--- src/rtl/scmask_pkg.sv ---
package scmask_pkg;

  typedef enum logic [1:0] {
    KIND_NONE,
    KIND_SET,
    KIND_CLR,
    KIND_DIRECT
  } accessKind_t;

  typedef struct packed {
    logic commit;
  } ctlStrobe_t;

endpackage

--- src/rtl/scmask_regs.sv ---
module scmask_regs
  import scmask_pkg::*;
#(
  parameter int REG_W    = 8,
  parameter int FIELD_W  = 4,
  parameter int NUM_MREG = 2,
  parameter int NUM_PREG = 1,
  parameter int ADDR_W   = 4
) (
  input  logic               clk,
  input  logic               rstN,
  input  ctlStrobe_t         ctl,
  input  logic [ADDR_W-1:0]  wrAddr,
  input  logic [REG_W-1:0]   wrData,
  input  logic [ADDR_W-1:0]  rdAddr,
  output logic [REG_W-1:0]   rdData,
  output logic               wrHit,
  output logic               wrIsPrio,
  output logic [ADDR_W-3:0]  wrRegIdx,
  output logic [REG_W-1:0]   changed,
  output logic [REG_W-1:0]   fieldOn
);

  localparam int SLOT_W = ADDR_W - 2;
  localparam int NPF    = REG_W / FIELD_W;

  logic [REG_W-1:0] maskQ [NUM_MREG];
  logic [REG_W-1:0] prioQ [NUM_PREG];
  logic [REG_W-1:0] oldVal, nextVal;
  logic [SLOT_W-1:0] wrSlot, rdSlot;
  accessKind_t wrKind, rdKind;

  function automatic accessKind_t decodeKind(input logic [ADDR_W-1:0] a);
    int slot;
    slot = int'(a[ADDR_W-1:2]);
    if (slot < NUM_MREG) begin
      if (a[1:0] == 2'd0) return KIND_SET;
      if (a[1:0] == 2'd1) return KIND_CLR;
      return KIND_NONE;
    end
    if (slot < NUM_MREG + NUM_PREG && a[1:0] == 2'd0) return KIND_DIRECT;
    return KIND_NONE;
  endfunction

  always_comb begin
    wrKind   = decodeKind(wrAddr);
    wrSlot   = wrAddr[ADDR_W-1:2];
    wrHit    = (wrKind != KIND_NONE);
    wrIsPrio = (wrKind == KIND_DIRECT);
    wrRegIdx = wrIsPrio ? (wrSlot - SLOT_W'(NUM_MREG)) : wrSlot;
    oldVal   = '0;
    for (int i = 0; i < NUM_MREG; i++)
      if (int'(wrSlot) == i) oldVal = maskQ[i];
    for (int p = 0; p < NUM_PREG; p++)
      if (int'(wrSlot) == NUM_MREG + p) oldVal = prioQ[p];
    case (wrKind)
      KIND_SET:    nextVal = oldVal | wrData;
      KIND_CLR:    nextVal = oldVal & ~wrData;
      KIND_DIRECT: nextVal = wrData;
      default:     nextVal = oldVal;
    endcase
  end

  always_comb begin
    rdKind = decodeKind(rdAddr);
    rdSlot = rdAddr[ADDR_W-1:2];
    rdData = '0;
    if (rdKind != KIND_NONE) begin
      for (int i = 0; i < NUM_MREG; i++)
        if (int'(rdSlot) == i) rdData = maskQ[i];
      for (int p = 0; p < NUM_PREG; p++)
        if (int'(rdSlot) == NUM_MREG + p) rdData = prioQ[p];
    end
  end

  // Field k counts from the most significant end of the register.
  for (genvar k = 0; k < REG_W; k++) begin : g_field
    logic maskChg, maskOn;
    assign maskChg = oldVal[REG_W-1-k] ^ nextVal[REG_W-1-k];
    assign maskOn  = nextVal[REG_W-1-k];
    if (k < NPF) begin : g_prio
      logic [FIELD_W-1:0] oldF, newF;
      assign oldF = oldVal[(NPF-1-k)*FIELD_W +: FIELD_W];
      assign newF = nextVal[(NPF-1-k)*FIELD_W +: FIELD_W];
      assign changed[k] = wrIsPrio ? (oldF != newF) : maskChg;
      assign fieldOn[k] = wrIsPrio ? (newF != '0) : maskOn;
    end else begin : g_maskOnly
      assign changed[k] = wrIsPrio ? 1'b0 : maskChg;
      assign fieldOn[k] = wrIsPrio ? 1'b0 : maskOn;
    end
  end

  always_ff @(posedge clk or negedge rstN) begin
    if (!rstN) begin
      for (int i = 0; i < NUM_MREG; i++) maskQ[i] <= '0;
      for (int p = 0; p < NUM_PREG; p++) prioQ[p] <= '0;
    end else if (ctl.commit) begin
      for (int i = 0; i < NUM_MREG; i++)
        if (int'(wrSlot) == i && !wrIsPrio) maskQ[i] <= nextVal;
      for (int p = 0; p < NUM_PREG; p++)
        if (int'(wrSlot) == NUM_MREG + p && wrIsPrio) prioQ[p] <= nextVal;
    end
  end

  for (genvar m = 0; m < NUM_MREG; m++) begin : g_maskChk
    p_set_keeps_r1: assert property (@(posedge clk) disable iff (!rstN)
      ctl.commit && wrAddr == ADDR_W'(4*m)
      |=> ((maskQ[m] & $past(maskQ[m])) == $past(maskQ[m])));
    p_clr_drops_r2: assert property (@(posedge clk) disable iff (!rstN)
      ctl.commit && wrAddr == ADDR_W'(4*m+1)
      |=> ((maskQ[m] & $past(wrData)) == '0));
    p_hold_mask_r9: assert property (@(posedge clk) disable iff (!rstN)
      !ctl.commit |=> $stable(maskQ[m]));
  end

  for (genvar p = 0; p < NUM_PREG; p++) begin : g_prioChk
    p_direct_r3: assert property (@(posedge clk) disable iff (!rstN)
      ctl.commit && wrAddr == ADDR_W'(4*(NUM_MREG+p))
      |=> (prioQ[p] == $past(wrData)));
    p_hold_prio_r9: assert property (@(posedge clk) disable iff (!rstN)
      !ctl.commit |=> $stable(prioQ[p]));
  end

endmodule

--- src/rtl/scmask_seq.sv ---
module scmask_seq
  import scmask_pkg::*;
#(
  parameter int REG_W     = 8,
  parameter int FIELD_W   = 4,
  parameter int NUM_MREG  = 2,
  parameter int NUM_PREG  = 1,
  parameter int ADDR_W    = 4,
  parameter int GROUP_LEN = 3,
  parameter int ID_W      = 5
) (
  input  logic              clk,
  input  logic              rstN,
  input  logic              wrValid,
  input  logic              dpHit,
  input  logic              dpIsPrio,
  input  logic [ADDR_W-3:0] dpRegIdx,
  input  logic [REG_W-1:0]  dpChanged,
  input  logic [REG_W-1:0]  dpFieldOn,
  output ctlStrobe_t        ctl,
  output logic              busy,
  output logic              evtValid,
  output logic              evtEnable,
  output logic [ID_W-1:0]   evtId
);

  localparam int NPF      = REG_W / FIELD_W;
  localparam int RSV_ID   = NUM_MREG * REG_W;
  localparam int GROUP_ID = NUM_MREG * REG_W + NUM_PREG * NPF;
  localparam int LAST_ID  = GROUP_ID + GROUP_LEN;
  localparam int SEL_W    = $clog2(REG_W);

  logic [REG_W-1:0]  pendQ, onQ;
  logic              isPrioQ, chainEnQ;
  logic [ADDR_W-3:0] regIdxQ;
  logic [ID_W-1:0]   chainIdQ, curId;
  logic [SEL_W-1:0]  sel;

  function automatic logic [ID_W-1:0] fieldId(input logic pr, input int idx, input int k);
    int id;
    if (!pr) begin
      id = idx * REG_W + k + 1;
      if (id == RSV_ID) id = 0;
    end else begin
      id = NUM_MREG * REG_W + idx * NPF + k + 1;
    end
    return ID_W'(id);
  endfunction

  function automatic logic [ID_W-1:0] nextId(input logic [ID_W-1:0] id);
    if (int'(id) >= GROUP_ID && int'(id) < LAST_ID) return id + 1'b1;
    return '0;
  endfunction

  always_comb begin
    sel = '0;
    for (int k = REG_W - 1; k >= 0; k--)
      if (pendQ[k]) sel = SEL_W'(k);
  end

  always_comb begin
    busy       = (pendQ != '0) || (chainIdQ != '0);
    ctl.commit = wrValid && !busy && dpHit;
    curId      = fieldId(isPrioQ, int'(regIdxQ), int'(sel));
    evtValid   = 1'b0;
    evtEnable  = 1'b0;
    evtId      = '0;
    if (chainIdQ != '0) begin
      evtValid  = 1'b1;
      evtEnable = chainEnQ;
      evtId     = chainIdQ;
    end else if (pendQ != '0 && curId != '0 && int'(curId) != GROUP_ID) begin
      evtValid  = 1'b1;
      evtEnable = onQ[sel];
      evtId     = curId;
    end
  end

  always_ff @(posedge clk or negedge rstN) begin
    if (!rstN) begin
      pendQ    <= '0;
      onQ      <= '0;
      isPrioQ  <= 1'b0;
      regIdxQ  <= '0;
      chainIdQ <= '0;
      chainEnQ <= 1'b0;
    end else if (ctl.commit) begin
      pendQ    <= dpChanged;
      onQ      <= dpFieldOn;
      isPrioQ  <= dpIsPrio;
      regIdxQ  <= dpRegIdx;
      chainIdQ <= '0;
    end else if (chainIdQ != '0) begin
      chainIdQ <= nextId(chainIdQ);
    end else if (pendQ != '0) begin
      pendQ[sel] <= 1'b0;
      if (int'(curId) == GROUP_ID) begin
        chainIdQ <= nextId(curId);
        chainEnQ <= onQ[sel];
      end
    end
  end

  p_no_null_id_r8: assert property (@(posedge clk) disable iff (!rstN)
    evtValid |-> (evtId != '0));

  p_chain_step_r7: assert property (@(posedge clk) disable iff (!rstN)
    evtValid && int'(evtId) > GROUP_ID && int'(evtId) < LAST_ID
    |=> evtValid && evtId == $past(evtId) + 1'b1 && evtEnable == $past(evtEnable));

  p_first_strobe_r6: assert property (@(posedge clk) disable iff (!rstN)
    ctl.commit && dpChanged == '0 |=> !busy);

endmodule

--- src/rtl/scmask_bank.sv ---
module scmask_bank
  import scmask_pkg::*;
#(
  parameter int REG_W     = 8,
  parameter int FIELD_W   = 4,
  parameter int NUM_MREG  = 2,
  parameter int NUM_PREG  = 1,
  parameter int ADDR_W    = 4,
  parameter int GROUP_LEN = 3,
  parameter int ID_W      = $clog2(NUM_MREG*REG_W + NUM_PREG*(REG_W/FIELD_W) + GROUP_LEN + 1)
) (
  input  logic              clk,
  input  logic              rstN,
  input  logic              wrValid,
  input  logic [ADDR_W-1:0] wrAddr,
  input  logic [REG_W-1:0]  wrData,
  input  logic [ADDR_W-1:0] rdAddr,
  output logic [REG_W-1:0]  rdData,
  output logic              busy,
  output logic              evtValid,
  output logic              evtEnable,
  output logic [ID_W-1:0]   evtId
);

  ctlStrobe_t        ctl;
  logic              dpHit, dpIsPrio;
  logic [ADDR_W-3:0] dpRegIdx;
  logic [REG_W-1:0]  dpChanged, dpFieldOn;

  scmask_regs #(
    .REG_W(REG_W), .FIELD_W(FIELD_W), .NUM_MREG(NUM_MREG),
    .NUM_PREG(NUM_PREG), .ADDR_W(ADDR_W)
  ) uRegs (
    .clk(clk), .rstN(rstN), .ctl(ctl),
    .wrAddr(wrAddr), .wrData(wrData), .rdAddr(rdAddr), .rdData(rdData),
    .wrHit(dpHit), .wrIsPrio(dpIsPrio), .wrRegIdx(dpRegIdx),
    .changed(dpChanged), .fieldOn(dpFieldOn)
  );

  scmask_seq #(
    .REG_W(REG_W), .FIELD_W(FIELD_W), .NUM_MREG(NUM_MREG),
    .NUM_PREG(NUM_PREG), .ADDR_W(ADDR_W), .GROUP_LEN(GROUP_LEN), .ID_W(ID_W)
  ) uSeq (
    .clk(clk), .rstN(rstN), .wrValid(wrValid),
    .dpHit(dpHit), .dpIsPrio(dpIsPrio), .dpRegIdx(dpRegIdx),
    .dpChanged(dpChanged), .dpFieldOn(dpFieldOn),
    .ctl(ctl), .busy(busy),
    .evtValid(evtValid), .evtEnable(evtEnable), .evtId(evtId)
  );

endmodule

--- config.mk ---
export PLATFORM = sky130hd
export DESIGN_NAME = scmask_bank
export DESIGN_NICKNAME = d
export VERILOG_FILES = /design/src/rtl/scmask_pkg.sv /design/src/rtl/scmask_regs.sv /design/src/rtl/scmask_seq.sv /design/src/rtl/scmask_bank.sv
export SDC_FILE = /design/constraint.sdc
export NUM_CORES = 1
export LEC_CHECK = 0
export BUFFER_PORTS_ARGS = -buffer_cell sky130_fd_sc_hd__clkbuf_2
export CORE_MARGIN = 2
export CORE_UTILIZATION = 30
export DETAILED_ROUTE_END_ITERATION = 12
export GPL_TIMING_DRIVEN = 0
export PLACE_DENSITY = 0.57
export SYNTH_ARGS = -nofsm -noshare
export SYNTH_HDL_FRONTEND = slang
export SYNTH_SLANG_ARGS = --single-unit
--- constraint.sdc ---
create_clock -name clk -period 10.87 [get_ports clk]
set_input_delay 2.174 -clock clk [delete_from_list [all_inputs] [get_ports clk]]
set_output_delay 2.174 -clock clk [all_outputs]
set_load 0.005 [all_outputs]
After elaboration in Yosys (flattened, before gate mapping)
Index checks and enable logic that the tools add are counted.
{"block": "totals", "wordCells": 188, "input_bits": 19, "ff_bits": 49, "output_inout_bits": 16}
{"block": "classes", "order_cmp": 10, "eq_ne": 15, "reduce_logical": 35, "n_mux": 96, "n_bitwise": 15, "addsub": 8}
{"operator": "2-to-1 mux 8 bit", "count": 10}
{"operator": "2-to-1 mux 5 bit", "count": 12}
{"operator": "2-to-1 mux 1 bit", "count": 46}
{"operator": "2-to-1 mux 2 bit", "count": 17}
{"operator": "== test 32 x 6 -> 1 bit (second input constant)", "count": 1}
{"operator": "2-to-1 mux 3 bit", "count": 8}
{"operator": "one-hot mux 8 bit (3 select lines)", "count": 1}
{"operator": "bitwise AND 8 bit", "count": 2}
{"operator": "NOT 8 bit", "count": 2}
{"operator": "== test 2 bit (second input constant)", "count": 6}
{"operator": "logical AND 1 bit", "count": 12}
{"operator": "adder 5 x 1 -> 5 bit (second input constant)", "count": 2}
{"operator": ">= comparator 5 bit (second input constant)", "count": 2}
{"operator": "less-than comparator 5 bit (second input constant)", "count": 2}
{"operator": "AND reduction 2 bit", "count": 5}
{"operator": "nonzero test 5 bit", "count": 2}
{"operator": "zero test 2 bit", "count": 4}
{"operator": "less-than comparator 2 bit (second input constant)", "count": 4}
{"operator": "!= test 4 bit", "count": 2}
{"operator": "OR 8 bit", "count": 1}
{"operator": "nonzero test 4 bit", "count": 2}
{"operator": "nonzero test 8 bit", "count": 1}
{"operator": "XOR 1 bit", "count": 8}
{"operator": "adder 6 x 1 -> 7 bit (second input constant)", "count": 1}
{"operator": "other kinds (19)", "count": 26}

Depth between registers and ports, before layout
Gate-level depths: netlist of the first run.
{"block": "logic_depth", "word_depth": 25, "mapped_depth": 15, "depth_no_buf": 14}

Hierarchy
A second synthesis of the first run with hierarchy kept.
{"block": "hier_totals", "hier_cells": 454, "area_unflattened_um2": 3832.4}
{"mod": "scmask_regs", "seq_area_each_um2": 600.6, "area_per_inst_um2": 2073.2, "n_inst": 1, "cells_each": 271}
{"mod": "scmask_seq", "seq_area_each_um2": 625.6, "area_per_inst_um2": 1759.2, "n_inst": 1, "cells_each": 183}

Worst setup path after synthesis of the first run
Ideal clock, no wire load.
{"block": "synth_path", "kind": "flip-flop to output port", "from": "reg uSeq.pendQ[6]", "to": "out evtId[4]", "stages_incl_launch_ff": 14, "path_buffers": 1, "required_time_ps": 8696, "t_arrival_ps": 3205, "slack_ps": 5491, "cell_sequence": "dfrtp_1 > buf_2 > nand2b_1 > a221oi_1 > nor2_1 > nor2_1 > fa_1 > a22oi_1 > inv_1 > ha_1 > and2_1 > a221o_1 > o211ai_1 > a31o_2"}
{"block": "synth_between", "elab_chain_cells": 17, "word_cells_on_any_way": 21, "classes_between": "add/sub: 4; eq/ne: 2; mux: 11; reduce/logical: 4"}
{"element": "start: declaration", "line_no": "scmask_seq.sv:33", "text": "logic [REG_W-1:0] pendQ, onQ;"}
{"element": "start signal: assignment", "line_no": "scmask_seq.sv:88", "text": "pendQ <= dpChanged;"}
{"element": "2-to-1 mux 3 bit (7 in series)", "line_no": "scmask_seq.sv:58", "text": "if (pendQ[k]) sel = SEL_W'(k);"}
{"element": "adder 5 x 3 -> 6 bit", "line_no": "scmask_seq.sv:42", "text": "id = idx * REG_W + k + 1;"}
{"element": "adder 6 x 1 -> 7 bit", "line_no": "scmask_seq.sv:42"}
{"element": "== test 32 x 6 -> 1 bit", "line_no": "scmask_seq.sv:43", "text": "if (id == RSV_ID) id = 0;"}
{"element": "2-to-1 mux 5 bit", "line_no": "scmask_seq.sv:43"}
{"element": "2-to-1 mux 5 bit", "line_no": "scmask_seq.sv:41", "text": "if (!pr) begin"}
{"element": "nonzero test 5 bit", "line_no": "scmask_seq.sv:72", "text": "end else if (pendQ != '0 && curId != '0 && int'(curId) != GROUP_ID) begin"}
{"element": "logical AND 1 bit (2 in series)", "line_no": "scmask_seq.sv:72"}
{"element": "2-to-1 mux 5 bit (*)", "line_no": "scmask_seq.sv:72"}
{"element": "2-to-1 mux 5 bit (*)", "line_no": "scmask_seq.sv:68", "text": "if (chainIdQ != '0) begin"}
{"element": "end: declaration", "line_no": "scmask_bank.sv:22", "text": "output logic [ID_W-1:0] evtId"}
Every way passes the cells marked *; elsewhere a longest branch is shown, timed or not.

Worst setup path after layout of the first run
Ends and elaborated chain as after synthesis.

==> flow_summary.json, run 1 <==
{
  "clock_latency_ns": 0.30,
  "grt_pass1_wl_um": 18100,
  "ctsResizeCount": 0,
  "tns_ns": 0,
  "cp_max_fo": 10,
  "drcViolationCount": 0,
  "drive_gt1_frac": 0.135,
  "antenna_found_initial": 0,
  "syn_area_per_cell_um2": 8.12,
  "yosysUniqueCellTypes": 64,
  "row_count": 40,
  "rsz0062_at_grt": "no",
  "holdBufCountCts": 0,
  "final_cell_count_no_fill": 637,
  "routed_wl_um": 10900,
  "port_buffers": 30,
  "top_level_ports": 35,
  "outcome": "finished, final reports clean",
  "final_common_cell": "nand2_1",
  "clkTransAtPathRegs_ns": 0.07,
  "max_slew_margin": 0.495,
  "vias": 3588,
  "postPlaceCellArea_mm2": 0.00400,
  "async_reset_ff_frac": 1.00,
  "ys_seq_elements": 49,
  "crit_type": "reg -> out",
  "start_util": 0.306,
  "nets": 518,
  "fp.dieH_um": 115,
  "ys_seq_area_frac": 0.335,
  "place_ws_ns": 4.85,
  "place.gp.congestion": 0.853,
  "total_power_mw": 0.916,
  "drt_iter0_markers": 202,
  "netlist.area_leader.share": 0.335,
  "syn-instance-count": 451,
  "p_leak_nw": 1.85,
  "ant_nets": 0,
  "overflow": 0,
  "start_kind": "register",
  "vdd_drop_max_mv": 0.0794,
  "synthFlopType": "dfrtp_1",
  "cp_data_arrival_time_ns": 4.17,
  "yosysTopAreaCell": "dfrtp_1",
  "setup_viol": 0,
  "root_buffer": "clkbuf_16",
  "synth_edf_count": 0,
  "h-tree-depth": 2,
  "via_per_inst": 5.63,
  "clock_skew_ns": 0.00576,
  "cts_sinks": 49,
  "drv_cap": 0,
  "post_cts_buffers": 0,
  "track_usage": 0.173,
  "wl_per_cell_um": 17.1,
  "cp-end-kind": "output port",
  "layout_common_cells": "60 x nand2_1, 50 x o21ai_0, 49 x dfrtp_1, 45 x nor2_1, 29 x clkbuf_2",
  "grt_pass1_vias": 3533,
  "place_hpwl_um": 8090,
  "worstPathRequired_ns": 8.70,
  "synth_area_mm2": 0.00366,
  "dieArea_mm2": 0.0131,
  "dp.cells": 628,
  "fp.dieW_um": 115,
  "worst_pin_slew_ns": 0.758,
  "yosysWarnings": 0,
  "rrSetupSlack_ns": 6.84,
  "setup_slack_ns": 4.53,
  "final_area_mm2": 0.00419,
  "max_freq_mhz": 158,
  "hp-class": "reg -> reg",
  "syn_nets": 480,
  "synth_area_leaders": "dfrtp_1 33%, o21ai_0 6.8%, nand2_1 6.1%",
  "period_share": 0.584,
  "power_density_mw_per_mm2": 218,
  "cts.path.max_buffers": 2,
  "grt_max_degree": 50,
  "slew_viol_final": 0,
  "cts_buffers": 5,
  "hold_viol": 0,
  "drt_pass1_iterations": 5,
  "syn2layout_area_growth_pct": 14.5,
  "diodes": 0,
  "cts_tree": "yes",
  "period_needed_ns": 6.34,
  "coreArea_mm2": 0.0120
}
cell usage after synthesis, types with 4 or more instances:
cell type  count
xor2_1         6
nor3_1         4
a31oi_1        4
ha_1           9
nor2b_1       15
a32oi_1        6
nand3_1       13
mux2_2         8
o21ai_1        6
o211ai_1       6
nand2_1       60
nand2b_1       7
a21oi_1       18
clkbuf_1      25
a22oi_1        5
dfrtp_1       49
nor2_1        45
mux2i_1       16
o31ai_1        5
inv_1         13
o21ai_0       50
o22ai_1        9
worst max-delay path, stage by stage (launching register included):
cell      delay, ns
dfrtp_1        0.38
buf_2          0.18
nand2b_1       0.16
a221oi_1       0.32
nor2_1         0.07
nor2_1         0.52
fa_1           0.54
a22oi_1        0.29
inv_1          0.10
ha_1           0.24
and2_1         0.17
a221o_1        0.32
o211ai_1       0.24
a31o_2         0.23
clkbuf_2       0.10
report_power, final:
| part | leakage (nW) | switching [mW] | internal, mW |
|---|---|---|---|
| Combinational | 1.10 | 0.284 | 0.175 |
| Clock | 0.0831 | 0.0765 | 0.115 |
| Sequential | 0.668 | 0.0419 | 0.224 |
through the flow:
stage	hold slack, ns	utilization
final	0.480	0.351
after global routing	0.503	0.351
after CTS	0.479	0.349
after detailed placement	0.463	0.334
after global placement	0.459	0.334
after floorplan	0.442	-
registers in the layout, summed over array words and instances (netlist names):
register	count
uRegs.prioQ	8
uSeq.pendQ	8
uSeq.regIdxQ	2
uSeq.isPrioQ	1
uSeq.onQ	8
uSeq.chainIdQ	5
uRegs.maskQ	16
uSeq.chainEnQ	1
cells by family (layout without fill, tap and decap cells):
family                   Yosys count  count (layout)  synth area share
AND/OR/NAND/NOR                  165             165             0.216
AO/OA/AOI/OAI                    148             148             0.265
flip-flops                        49              49             0.335
buffers and inverters             43              82            0.0492
multiplexers                      26              26            0.0765
adder cells (fa/ha/maj)           10              10            0.0362
XOR/XNOR                           9               9            0.0215
other                              1               1           0.00102
per-layer routing:
metal | share of wire | vias to the layer above | global-route usage
met3 | 0.055 | 11 | 0.0291
met4 | 0.011 | 0 | 0.0463
li1 | - | 1712 | -
met5 | 0 | - | 0
met2 | 0.47 | 107 | 0.287
met1 | 0.46 | 1758 | 0.232
path summary, 6_finish.rpt:
check / start / to / depth (start not counted)
worst max-delay path: uSeq.pendQ[6] / evtId[4] / 14
worst min-delay path: uSeq.onQ[7] / uSeq.onQ[7] / 2
worst max register to register: uSeq.pendQ[6] / uSeq.chainIdQ[0] / 14
worst min register to register: uSeq.onQ[7] / uSeq.onQ[7] / 2
max in group asynchronous: rstN / uRegs.maskQ[0] / 2
min in group asynchronous: rstN / uSeq.chainIdQ[3] / 1
area by class of cell:
type | instances | area [um2]
Multi-Input combinational cell | 359 | 2260
Buffer | 30 | 131
Clock inverter | 2 | 37.5
Sequential cell | 49 | 1230
Inverter | 13 | 48.8
Tap cell | 147 | 184
Timing Repair Buffer | 31 | 170
Clock buffer | 6 | 139
Fill cell | 1246 | 7770
No activity file was read; power rests on OpenSTA's default activity.
==> run 2, diff against run 1 <==
ABC_AREA = 1   (was unset)
PLACE_DENSITY = 0.59   (was 0.57)
clock period = 5.8 ns   (was 10.87 ns; I/O delays follow)
==> run 2 against run 1 <==
  * Critical path depth rose by 8
  * Clock power increased by 20%
  * Setup slack worse by 3.1 ns
  * Global-route usage down 0.77 points
  * Power rose by 100%
  * Area after synthesis decreased by 8.7%
  * First-iteration DRC count down 29%
  * Combinational power increased by 140%
  * Non-clock buffer count shrank 20
  * Largest power group unchanged
==> flow_summary.json, run 2 <==
{
  "largest_reg_flops": 16,
  "drt_pass1_iterations": 4,
  "vias": 3292,
  "hp-class": "reg -> reg",
  "top_level_ports": 35,
  "slowest_stage": "dfrtp_1",
  "cts_buffers": 5,
  "clock_skew_ns": 0.00723,
  "crit_start": "uSeq.pendQ[6]",
  "start_util": 0.309,
  "crit_path_end": "evtValid",
  "syn-instance-count": 497,
  "routed_wl_um": 9260,
  "ys_seq_elements": 49,
  "slew_viol_final": 0,
  "final_common_cell": "nand2_1",
  "setup_slack_ns": 1.44,
  "yosysTopAreaCell": "dfrtp_1",
  "top_register": "uRegs.maskQ",
  "worst_pin_slew_ns": 0.699,
  "swShare": 0.495,
  "drt_iter0_markers": 144,
  "layout_common_cells": "147 x nand2_1, 91 x inv_1, 49 x nor2_1, 49 x dfrtp_1, 43 x o21ai_0",
  "power.share.clock": 0.124,
  "cts_tree": "yes",
  "drv_cap": 0,
  "cts_sinks": 49,
  "ant_nets": 0,
  "synth_area_leaders": "dfrtp_1 37%, nand2_1 16%, inv_1 10%",
  "start_kind": "register",
  "rsz0062_at_grt": "no",
  "path_cells": "inv_1 -> nand2_1 -> nand2_1 -> nand2_1 -> nand2_1 -> nand2_1 -> nand2_1 -> nand2_1 -> inv_1 -> ha_1 -> nand2_1 -> nor2_1 -> nand2_1 -> nand3_1 -> nand2_1 -> ha_1 -> inv_1 -> nor2_1 -> nand2_1 -> nand2_1 -> o21ai_0 -> clkbuf_2",
  "drcViolationCount": 0,
  "hold_viol": 0,
  "antenna_found_initial": 0,
  "topRoutingLayerUsed": "met4",
  "tns_ns": 0,
  "nets": 568,
  "fp.dieW_um": 110,
  "syn_area_per_cell_um2": 6.73,
  "setup_viol": 0,
  "place_hpwl_um": 7120,
  "vdd_drop_max_mv": 0.182,
  "syn_nets": 526,
  "grt_max_degree": 50,
  "synthFlopType": "dfrtp_1",
  "place_ws_ns": 1.83,
  "worstPathRequired_ns": 4.64,
  "rrSetupSlack_ns": 2.98,
  "max_slew_margin": 0.532,
  "synth_edf_count": 0,
  "yosysWarnings": 0,
  "r2r-start": "uSeq.pendQ[6]",
  "grt_pass1_wl_um": 15500,
  "port_buffers": 34,
  "row_count": 38,
  "drive_gt1_frac": 0.109,
  "wl_met3_um": 336,
  "period_needed_ns": 4.36,
  "synth.top_cells.by_count": "147 x nand2_1, 91 x inv_1, 49 x dfrtp_1, 49 x nor2_1, 43 x o21ai_0",
  "overflow": 0,
  "track_usage": 0.165,
  "clock_latency_ns": 0.31,
  "outcome": "finished, final reports clean",
  "cp_data_arrival_time_ns": 3.20,
  "seq_power_share": 0.283,
  "synth_area_mm2": 0.00334,
  "root_buffer": "clkbuf_8",
  "critPathMaxStageDelay_ns": 0.39,
  "period_share": 0.752,
  "p_switching_mw": 0.921,
  "fp.dieH_um": 110,
  "coreArea_mm2": 0.0108,
  "grt_pass1_vias": 3250,
  "comb_power_share": 0.593,
  "wl_met1_um": 4290,
  "holdBufCountCts": 0,
  "ctsResizeCount": 0,
  "hold_ws_ns": 0.515,
  "cp_max_fo": 8,
  "cts.path.max_buffers": 2,
  "p_leak_nw": 2.01,
  "r2r-end": "uSeq.chainIdQ[2]",
  "syn2layout_area_growth_pct": 13.9,
  "ys_seq_area_frac": 0.367,
  "netlist.area_leader.share": 0.367,
  "wl_met2_um": 4450,
  "dieArea_mm2": 0.0120,
  "crit_top_cell": "nand2_1",
  "cp-end-kind": "output port",
  "post_cts_buffers": 0,
  "reg2reg_depth": 19,
  "wl_per_cell_um": 13.6,
  "max_freq_mhz": 229,
  "power_density_mw_per_mm2": 489,
  "yosysUniqueCellTypes": 34,
  "place.gp.congestion": 0.951,
  "diodes": 0,
  "crit_type": "reg -> out",
  "async_reset_ff_frac": 1.00,
  "h-tree-depth": 2,
  "via_per_inst": 4.84,
  "clkTransAtPathRegs_ns": 0.10,
  "internal_power_mw": 0.940,
  "yosysMostFrequentCell": "nand2_1"
}
-- run 2: cell count changes in the layout (fill, tap and decap cells not counted), sizes merged, moves of 9 or more --
cell	before	now
nand3	13	24
mux2i	16	0
inv	13	95
clkbuf	60	43
mux2	10	0
nor2b	15	0
nor2	45	54
o21ai	57	43
nand2	61	149
-- run 2: metal layers --
layer	vias to the layer above	track usage
met1	1537	0.216
li1	1663	-
met5	-	0
met2	72	0.279
met4	0	0.0561
met3	20	0.0231
-- run 2: kinds of logic after synthesis --
kind of cell / share of synthesized area
xor gates and xnor gates: 0.0236
other: 0.00112
and+or+nand+nor: 0.311
AOI/OAI and AO/OA: 0.145
DFF: 0.367
buffers and inverters: 0.114
adders and majority gates: 0.0397
-- run 2: worst min-delay path by stage --
stage	startpoint	to	cells past startpoint	slack, ns
after global placement	uSeq.chainEnQ	uSeq.chainEnQ	2	0.48
final	uSeq.chainEnQ	uSeq.chainEnQ	2	0.52
after detailed placement	uSeq.onQ[0]	uSeq.onQ[0]	2	0.49
after CTS	uSeq.chainEnQ	uSeq.chainEnQ	2	0.52
after floorplan	uSeq.onQ[0]	uSeq.onQ[0]	2	0.45
after global routing	uRegs.prioQ[6]	uRegs.prioQ[6]	2	0.56
-- run 2: worst max-delay path, delay by kind of cell (launching register included) --
kind	cells	cell delay, ns
AND/OR/NAND/NOR	15	1.27
flip-flops	1	0.39
AO/OA/AOI/OAI	1	0.18
buffers and inverters	4	0.60
adder cells (fa/ha/maj)	2	0.43
-- run 2: per-stage QoR --
stage | area, um2 | instances | total power, mW | util
2_1_floorplan | 3340 | 497 | 1.34 | -
3_3_place_gp | 3690 | 671 | 1.61 | 0.340
3_5_place_dp | 3690 | 671 | 1.63 | 0.340
4_1_cts | 3790 | 679 | 1.87 | 0.349
5_1_grt | 3810 | 680 | 2.06 | 0.351
6_report | 3810 | 680 | 1.86 | 0.351
-- run 2: layout make-up --
| class | count | area, um2 |
|---|---|---|
| Fill cell | 1183 | 7030 |
| Tap cell | 140 | 175 |
| Sequential cell | 49 | 1230 |
| Multi-Input combinational cell | 348 | 1740 |
| Clock buffer | 6 | 82.6 |
| Clock inverter | 2 | 16.3 |
| Inverter | 94 | 355 |
| Buffer | 6 | 25.0 |
| Timing Repair Buffer | 35 | 190 |
-- run 2: power groups by stage --
stage | Clock (mW) | Combinational, mW | Sequential [mW]
CTS | 0.238 | 1.11 | 0.526
finish | 0.231 | 1.10 | 0.527
global placement | 0 | 1.08 | 0.531
detailed placement | 0 | 1.10 | 0.531
floorplan | 0 | 0.824 | 0.515
global route | 0.253 | 1.27 | 0.543
